[config.mk]
export PLATFORM = sky130hd
export DESIGN_NAME = svc_button_classifier
export DESIGN_NICKNAME = d
export VERILOG_FILES = /design/src/rtl/svc_btn_pkg.sv /design/src/rtl/svc_btn_debounce.sv /design/src/rtl/svc_btn_datapath.sv /design/src/rtl/svc_btn_control.sv /design/src/rtl/svc_button_classifier.sv
export SDC_FILE = /design/constraint.sdc
export NUM_CORES = 1
export LEC_CHECK = 0
export BUFFER_PORTS_ARGS = -buffer_cell sky130_fd_sc_hd__buf_4
export CORE_ASPECT_RATIO = 0.75
export CORE_MARGIN = 10
export CORE_UTILIZATION = 31
export DETAILED_ROUTE_END_ITERATION = 16
export PLACE_DENSITY = 0.53
export SYNTH_ARGS = -nofsm -noshare
export SYNTH_HDL_FRONTEND = slang
export SYNTH_SLANG_ARGS = --single-unit
export TNS_END_PERCENT = 1
[constraint.sdc]
create_clock -name clk -period 2.71 [get_ports clk]
set_clock_uncertainty 0.1 [all_clocks]
set_input_delay 0.271 -clock clk [delete_from_list [all_inputs] [get_ports clk]]
set_output_delay 0.271 -clock clk [all_outputs]
set_load 0.02 [all_outputs]
[src/rtl/svc_btn_pkg.sv]
package svc_btn_pkg;

  // Strobes from control to datapath
  typedef struct packed {
    logic clrDur;
    logic runDur;
    logic loadShow;
  } dpCmd_t;

  // Status from datapath to control
  typedef struct packed {
    logic pressEdge;
    logic releaseEdge;
    logic durShort;
    logic durHold;
    logic showing;
  } dpStat_t;

  typedef enum logic [1:0] {
    ST_IDLE    = 2'd0,
    ST_PRESSED = 2'd1,
    ST_LATCHED = 2'd2
  } ctlState_t;

endpackage

[src/rtl/svc_btn_debounce.sv]
module svc_btn_debounce #(
  parameter int SYNC_STAGES = 2,
  parameter int DEBOUNCE_MS = 20
) (
  input  logic clk,
  input  logic rstN,
  input  logic msTick,
  input  logic buttonN,
  output logic pressEdge,
  output logic releaseEdge
);
  localparam int DB_W = $clog2(DEBOUNCE_MS + 1);

  logic [SYNC_STAGES-1:0] syncQ;
  logic [DB_W-1:0]        dbCnt;
  logic                   stable;     // 1 = pressed
  logic                   pressedLvl;

  assign pressedLvl = ~syncQ[SYNC_STAGES-1];

  // synchronizer chain, idle high
  always_ff @(posedge clk or negedge rstN) begin
    if (!rstN) syncQ <= '1;
    else       syncQ <= {syncQ[SYNC_STAGES-2:0], buttonN};
  end

  // debounce filter
  always_ff @(posedge clk or negedge rstN) begin
    if (!rstN) begin
      dbCnt       <= '0;
      stable      <= 1'b0;
      pressEdge   <= 1'b0;
      releaseEdge <= 1'b0;
    end else begin
      pressEdge   <= 1'b0;
      releaseEdge <= 1'b0;
      if (pressedLvl == stable) begin
        dbCnt <= '0;
      end else if (msTick) begin
        if (dbCnt == DB_W'(DEBOUNCE_MS - 1)) begin
          dbCnt       <= '0;
          stable      <= pressedLvl;
          pressEdge   <= pressedLvl;
          releaseEdge <= ~pressedLvl;
        end else begin
          dbCnt <= dbCnt + 1'b1;
        end
      end
    end
  end
endmodule

[src/rtl/svc_btn_datapath.sv]
module svc_btn_datapath
  import svc_btn_pkg::*;
#(
  parameter int SYNC_STAGES = 2,
  parameter int DEBOUNCE_MS = 20,
  parameter int SHORT_MS    = 1000,
  parameter int HOLD_MS     = 5000,
  parameter int SHOW_MS     = 10000,
  parameter int ERR_W       = 3
) (
  input  logic             clk,
  input  logic             rstN,
  input  logic             msTick,
  input  logic             buttonN,
  input  logic             errPresent,
  input  logic [ERR_W-1:0] errCode,
  input  dpCmd_t           cmd,
  output dpStat_t          stat,
  output logic             indOn,
  output logic [ERR_W:0]   indColour
);
  localparam int DUR_W  = $clog2(HOLD_MS + 1);
  localparam int SHOW_W = $clog2(SHOW_MS + 1);

  logic [DUR_W-1:0]  durCnt;
  logic [SHOW_W-1:0] showCnt;
  logic              pressEdge, releaseEdge;

  svc_btn_debounce #(
    .SYNC_STAGES(SYNC_STAGES),
    .DEBOUNCE_MS(DEBOUNCE_MS)
  ) uDeb (
    .clk        (clk),
    .rstN       (rstN),
    .msTick     (msTick),
    .buttonN    (buttonN),
    .pressEdge  (pressEdge),
    .releaseEdge(releaseEdge)
  );

  // Press duration in ticks, saturating at the hold mark
  always_ff @(posedge clk or negedge rstN) begin
    if (!rstN)                                          durCnt <= '0;
    else if (cmd.clrDur)                                durCnt <= '0;
    else if (cmd.runDur && msTick && durCnt != DUR_W'(HOLD_MS)) durCnt <= durCnt + 1'b1;
  end

  // Display timer; a reload restarts the full period
  always_ff @(posedge clk or negedge rstN) begin
    if (!rstN)                       showCnt <= '0;
    else if (cmd.loadShow)           showCnt <= SHOW_W'(SHOW_MS);
    else if (msTick && showCnt != 0) showCnt <= showCnt - 1'b1;
  end

  assign stat.pressEdge   = pressEdge;
  assign stat.releaseEdge = releaseEdge;
  assign stat.durShort    = durCnt < DUR_W'(SHORT_MS);
  assign stat.durHold     = durCnt >= DUR_W'(HOLD_MS);
  assign stat.showing     = showCnt != 0;

  // indicator and colour selection
  assign indOn     = stat.showing | errPresent;
  assign indColour = errPresent ? {1'b1, errCode} : '0;
endmodule

[src/rtl/svc_btn_control.sv]
module svc_btn_control
  import svc_btn_pkg::*;
(
  input  logic    clk,
  input  logic    rstN,
  input  logic    powerUpDone,
  input  dpStat_t stat,
  output dpCmd_t  cmd,
  output logic    rebootReq,
  output logic    factoryReq
);
  ctlState_t st, stNxt;
  logic      bootHeld, bootNxt;
  logic      fireReboot, fireFactory;

  always_comb begin
    stNxt       = st;
    bootNxt     = bootHeld;
    cmd         = '0;
    fireReboot  = 1'b0;
    fireFactory = 1'b0;
    case (st)
      ST_IDLE: begin
        if (stat.pressEdge) begin
          cmd.clrDur = 1'b1;
          bootNxt    = ~powerUpDone;     // press started before power-up
          stNxt      = ST_PRESSED;
        end
      end
      ST_PRESSED: begin
        cmd.runDur = 1'b1;
        if (stat.releaseEdge) begin
          // brief press; R8: mid-length release does nothing
          if (stat.durShort && !bootHeld && powerUpDone) cmd.loadShow = 1'b1;
          stNxt = ST_IDLE;
        end else if (stat.durHold && powerUpDone) begin
          fireFactory = bootHeld;
          fireReboot  = ~bootHeld;
          stNxt       = ST_LATCHED;
        end
      end
      ST_LATCHED: begin
        if (stat.releaseEdge) stNxt = ST_IDLE;   // release ignored
      end
      default: stNxt = ST_IDLE;
    endcase
  end

  always_ff @(posedge clk or negedge rstN) begin
    if (!rstN) begin
      st         <= ST_IDLE;
      bootHeld   <= 1'b0;
      rebootReq  <= 1'b0;
      factoryReq <= 1'b0;
    end else begin
      st         <= stNxt;
      bootHeld   <= bootNxt;
      rebootReq  <= fireReboot;
      factoryReq <= fireFactory;
    end
  end
endmodule

[src/rtl/svc_button_classifier.sv]
module svc_button_classifier
  import svc_btn_pkg::*;
#(
  parameter int SYNC_STAGES = 2,
  parameter int DEBOUNCE_MS = 20,
  parameter int SHORT_MS    = 1000,
  parameter int HOLD_MS     = 5000,
  parameter int SHOW_MS     = 10000,
  parameter int ERR_W       = 3
) (
  input  logic             clk,
  input  logic             rstN,
  input  logic             msTick,
  input  logic             powerUpDone,
  input  logic             errPresent,
  input  logic [ERR_W-1:0] errCode,
  input  logic             buttonN,
  output logic             indOn,
  output logic [ERR_W:0]   indColour,
  output logic             rebootReq,
  output logic             factoryReq
);
  dpCmd_t  cmd;
  dpStat_t stat;

  svc_btn_datapath #(
    .SYNC_STAGES(SYNC_STAGES), .DEBOUNCE_MS(DEBOUNCE_MS), .SHORT_MS(SHORT_MS),
    .HOLD_MS(HOLD_MS), .SHOW_MS(SHOW_MS), .ERR_W(ERR_W)
  ) uDp (
    .clk(clk), .rstN(rstN), .msTick(msTick), .buttonN(buttonN),
    .errPresent(errPresent), .errCode(errCode), .cmd(cmd), .stat(stat),
    .indOn(indOn), .indColour(indColour)
  );

  svc_btn_control uCtl (
    .clk(clk), .rstN(rstN), .powerUpDone(powerUpDone), .stat(stat),
    .cmd(cmd), .rebootReq(rebootReq), .factoryReq(factoryReq)
  );
endmodule

==> results.json <==
{
  "detail_route.wl_per_cell_um": 13.42,
  "place.gp.congestion": 0.7802,
  "drtIter0Drc": 78,
  "synth.avg_cell_area_um2": 9.916,
  "synth-seq-cells": 42,
  "grt_pass1_wl_mm": 8.790,
  "r2r_slack_ns": 0.82,
  "die_x_um": 118.6,
  "synth.area.top_cells": "dfrtp_1, nor2_1, nand2_1",
  "reg2reg_depth": 6,
  "area_growth_pct": 15.50,
  "synthXorXnorAreaFrac": 0.04261,
  "r2r_start": "uDp.showCnt[0]$_DFFE_PN0P_",
  "setup-tns-final_ns": 0,
  "hpwlAfterDp_mm": 3.377,
  "cts_setup_buffers": 0,
  "cp_num_buf_inv": 2,
  "endpoint_kind": "output port",
  "portBuffers": 15,
  "vdd_drop_max_v": 0.0002670,
  "critPathMaxStageDelay_ns": 0.42,
  "postLayoutCoreUtil": 0.3751,
  "ys_async_sr_fraction": 1.000,
  "max_slew_margin": 0.5429,
  "postPlaceCellArea_um2": 2481,
  "row_count": 26,
  "layout_commonest_cell": "dfrtp_1",
  "holdPathStages": 2,
  "worstPathArrival_ns": 2.04,
  "synth_top_area_frac": 0.4427,
  "fin_crit_sh": 0.8881,
  "wl_mm": 4.656,
  "timing.final.hold_violations": 0,
  "synth-simple-area-share": 0.2828,
  "min_to": "uCtl.bootHeld$_DFFE_PN0P_",
  "r2r_end": "uDp.showCnt[13]$_DFFE_PN0P_",
  "vias": 1661,
  "dr.pass1.iters": 4,
  "critPathSlowestCell": "dfrtp_1",
  "cts_buffer_depth": 2,
  "setup_viol": 0,
  "coreArea_um2": 6962,
  "cts_buffers": 5,
  "setup_slack_ns": 0.3032,
  "floorplan.die.height_um": 93.96,
  "worst_pin_slew_ns": 0.6804,
  "critPathMaxFanout": 6,
  "grt_usage": 0.09486,
  "synth_ff_type": "dfrtp_1",
  "cp_top_family": "simple AND/OR/NAND/NOR gates",
  "yosys_warnings": 0,
  "finalCriticalPeriod_ns": 2.407,
  "antenna_found_initial": 0,
  "initial_core_util": 0.3248,
  "drv_cap": 0,
  "cp-startpoint": "uDp.showCnt[0]$_DFFE_PN0P_",
  "hp-start": "powerUpDone",
  "cts-root-buf": "clkbuf_8",
  "outcome": "finished, final reports clean",
  "most-common-layout-cells": "dfrtp_1, nor2_1, nand2_1",
  "antenna_left": 0,
  "ys_types": 52,
  "ys_seq_area_frac": 0.4660,
  "path_cells": "inv_1, ha_1, nor4b_4, nand4_1, or2_2, buf_4",
  "cts.htree.levels": 2,
  "grt_max_degree": 43,
  "p_leak_nw": 1.175,
  "dpl_worst_slack_ns": 0.6243,
  "drive_gt1_frac": 0.1566,
  "crit_path_start_kind": "register",
  "syn_area_um2": 2261,
  "fmax_mhz": 415.5,
  "die_area_um2": 11140,
  "synthAdderAreaFrac": 0.02767,
  "synth_top_family_by_area": "simple AND/OR/NAND/NOR gates",
  "synth_compound_area_frac": 0.1234,
  "whs_ns": 0.08713,
  "cts_hold_buf": 2,
  "clkSlewWorstSetupHoldPaths_ns": 0.08,
  "worstSetupPathType": "register to output port",
  "hold_path.class": "input port to register",
  "grt_pass1_vias": 1800,
  "antenna-diode-count": 0,
  "routed_via_density": 4.787,
  "clkLatencyLatePin_ns": 0.29,
  "cts_sinks": 42,
  "cts_tree": "built",
  "critical_path_required_ns": 2.34,
  "ios": 16,
  "synth_edf_count": 0,
  "overflow": 0,
  "yosysTopAreaCell": "dfrtp_1",
  "netlist_instances": 228,
  "final_cells": 347,
  "syn_nets": 242,
  "final_cell_area_um2": 2611,
  "muxShareOfSynthArea": 0.03099,
  "powerDensity_nw_per_um2": 664.3,
  "remaining_drc_errors": 0,
  "p_total_mw": 1.735,
  "layout.nets": 262,
  "post_cts_resized": 0,
  "rsz0062_at_grt": "no",
  "place_inst": 337,
  "finalMaxSlewViolations": 0
}
## routing by layer
metal	up-vias	global-route usage	part of all wire
li1	861	-	-
met1	773	0.1375	0.58
met2	25	0.1285	0.38
met3	2	0.02643	0.039
met4	0	0.03550	0.0062
met5	-	0	0
## cells in the mapped netlist (6+ instances only)
| cell type | count |
|---|---|
| a21oi_1 | 8 |
| dfrtp_1 | 40 |
| inv_1 | 8 |
| mux2i_1 | 7 |
| nand2_1 | 23 |
| nand2b_1 | 7 |
| nand3_1 | 6 |
| nand4_1 | 8 |
| nor2_1 | 25 |
| o21ai_0 | 8 |
| xnor2_1 | 6 |
## state kept, by name (all words and copies together), names as in the netlist
| register | count |
|---|---|
| uCtl.rebootReq | 1 |
| uCtl.st | 2 |
| uDp.uDeb.releaseEdge | 1 |
| uDp.durCnt | 13 |
| uDp.uDeb.pressEdge | 1 |
| uDp.showCnt | 14 |
| uDp.uDeb.dbCnt | 5 |
| uDp.uDeb.syncQ | 2 |
| uCtl.bootHeld | 1 |
| uCtl.factoryReq | 1 |
| uDp.uDeb.stable | 1 |
## layout make-up
| type | count | area, um2 |
|---|---|---|
| clock buffer | 8 | 110.1 |
| fill | 701 | 4350 |
| inverter | 8 | 30.03 |
| multi-input combinational | 172 | 1147 |
| sequential | 42 | 1054 |
| tap | 98 | 122.6 |
| timing repair buffer | 19 | 147.6 |
## how the worst max path moves through the flow
stage,to,slack (ns),cells past startpoint
global placement,indOn,0.67,6
finish,indOn,0.30,6
detailed placement,indOn,0.62,6
CTS,indOn,0.30,6
global route,indOn,0.13,6
floorplan,indOn,0.89,5
## logic make-up after synthesis
kind of cell / count (synthesis)
flip-flops: 42
XOR/XNOR: 11
multiplexers: 7
adder cells (fa/ha/maj): 5
buffers and inverters: 14
AND/OR/NAND/NOR: 110
AO/OA/AOI/OAI: 39
## power by group
| group | internal, mW | leakage (nW) | switching [mW] |
|---|---|---|---|
| Clock | 0.258 | 0.0575 | 0.216 |
| Combinational | 0.189 | 0.576 | 0.223 |
| Sequential | 0.729 | 0.541 | 0.120 |
No activity file was read; power rests on OpenSTA's default activity.
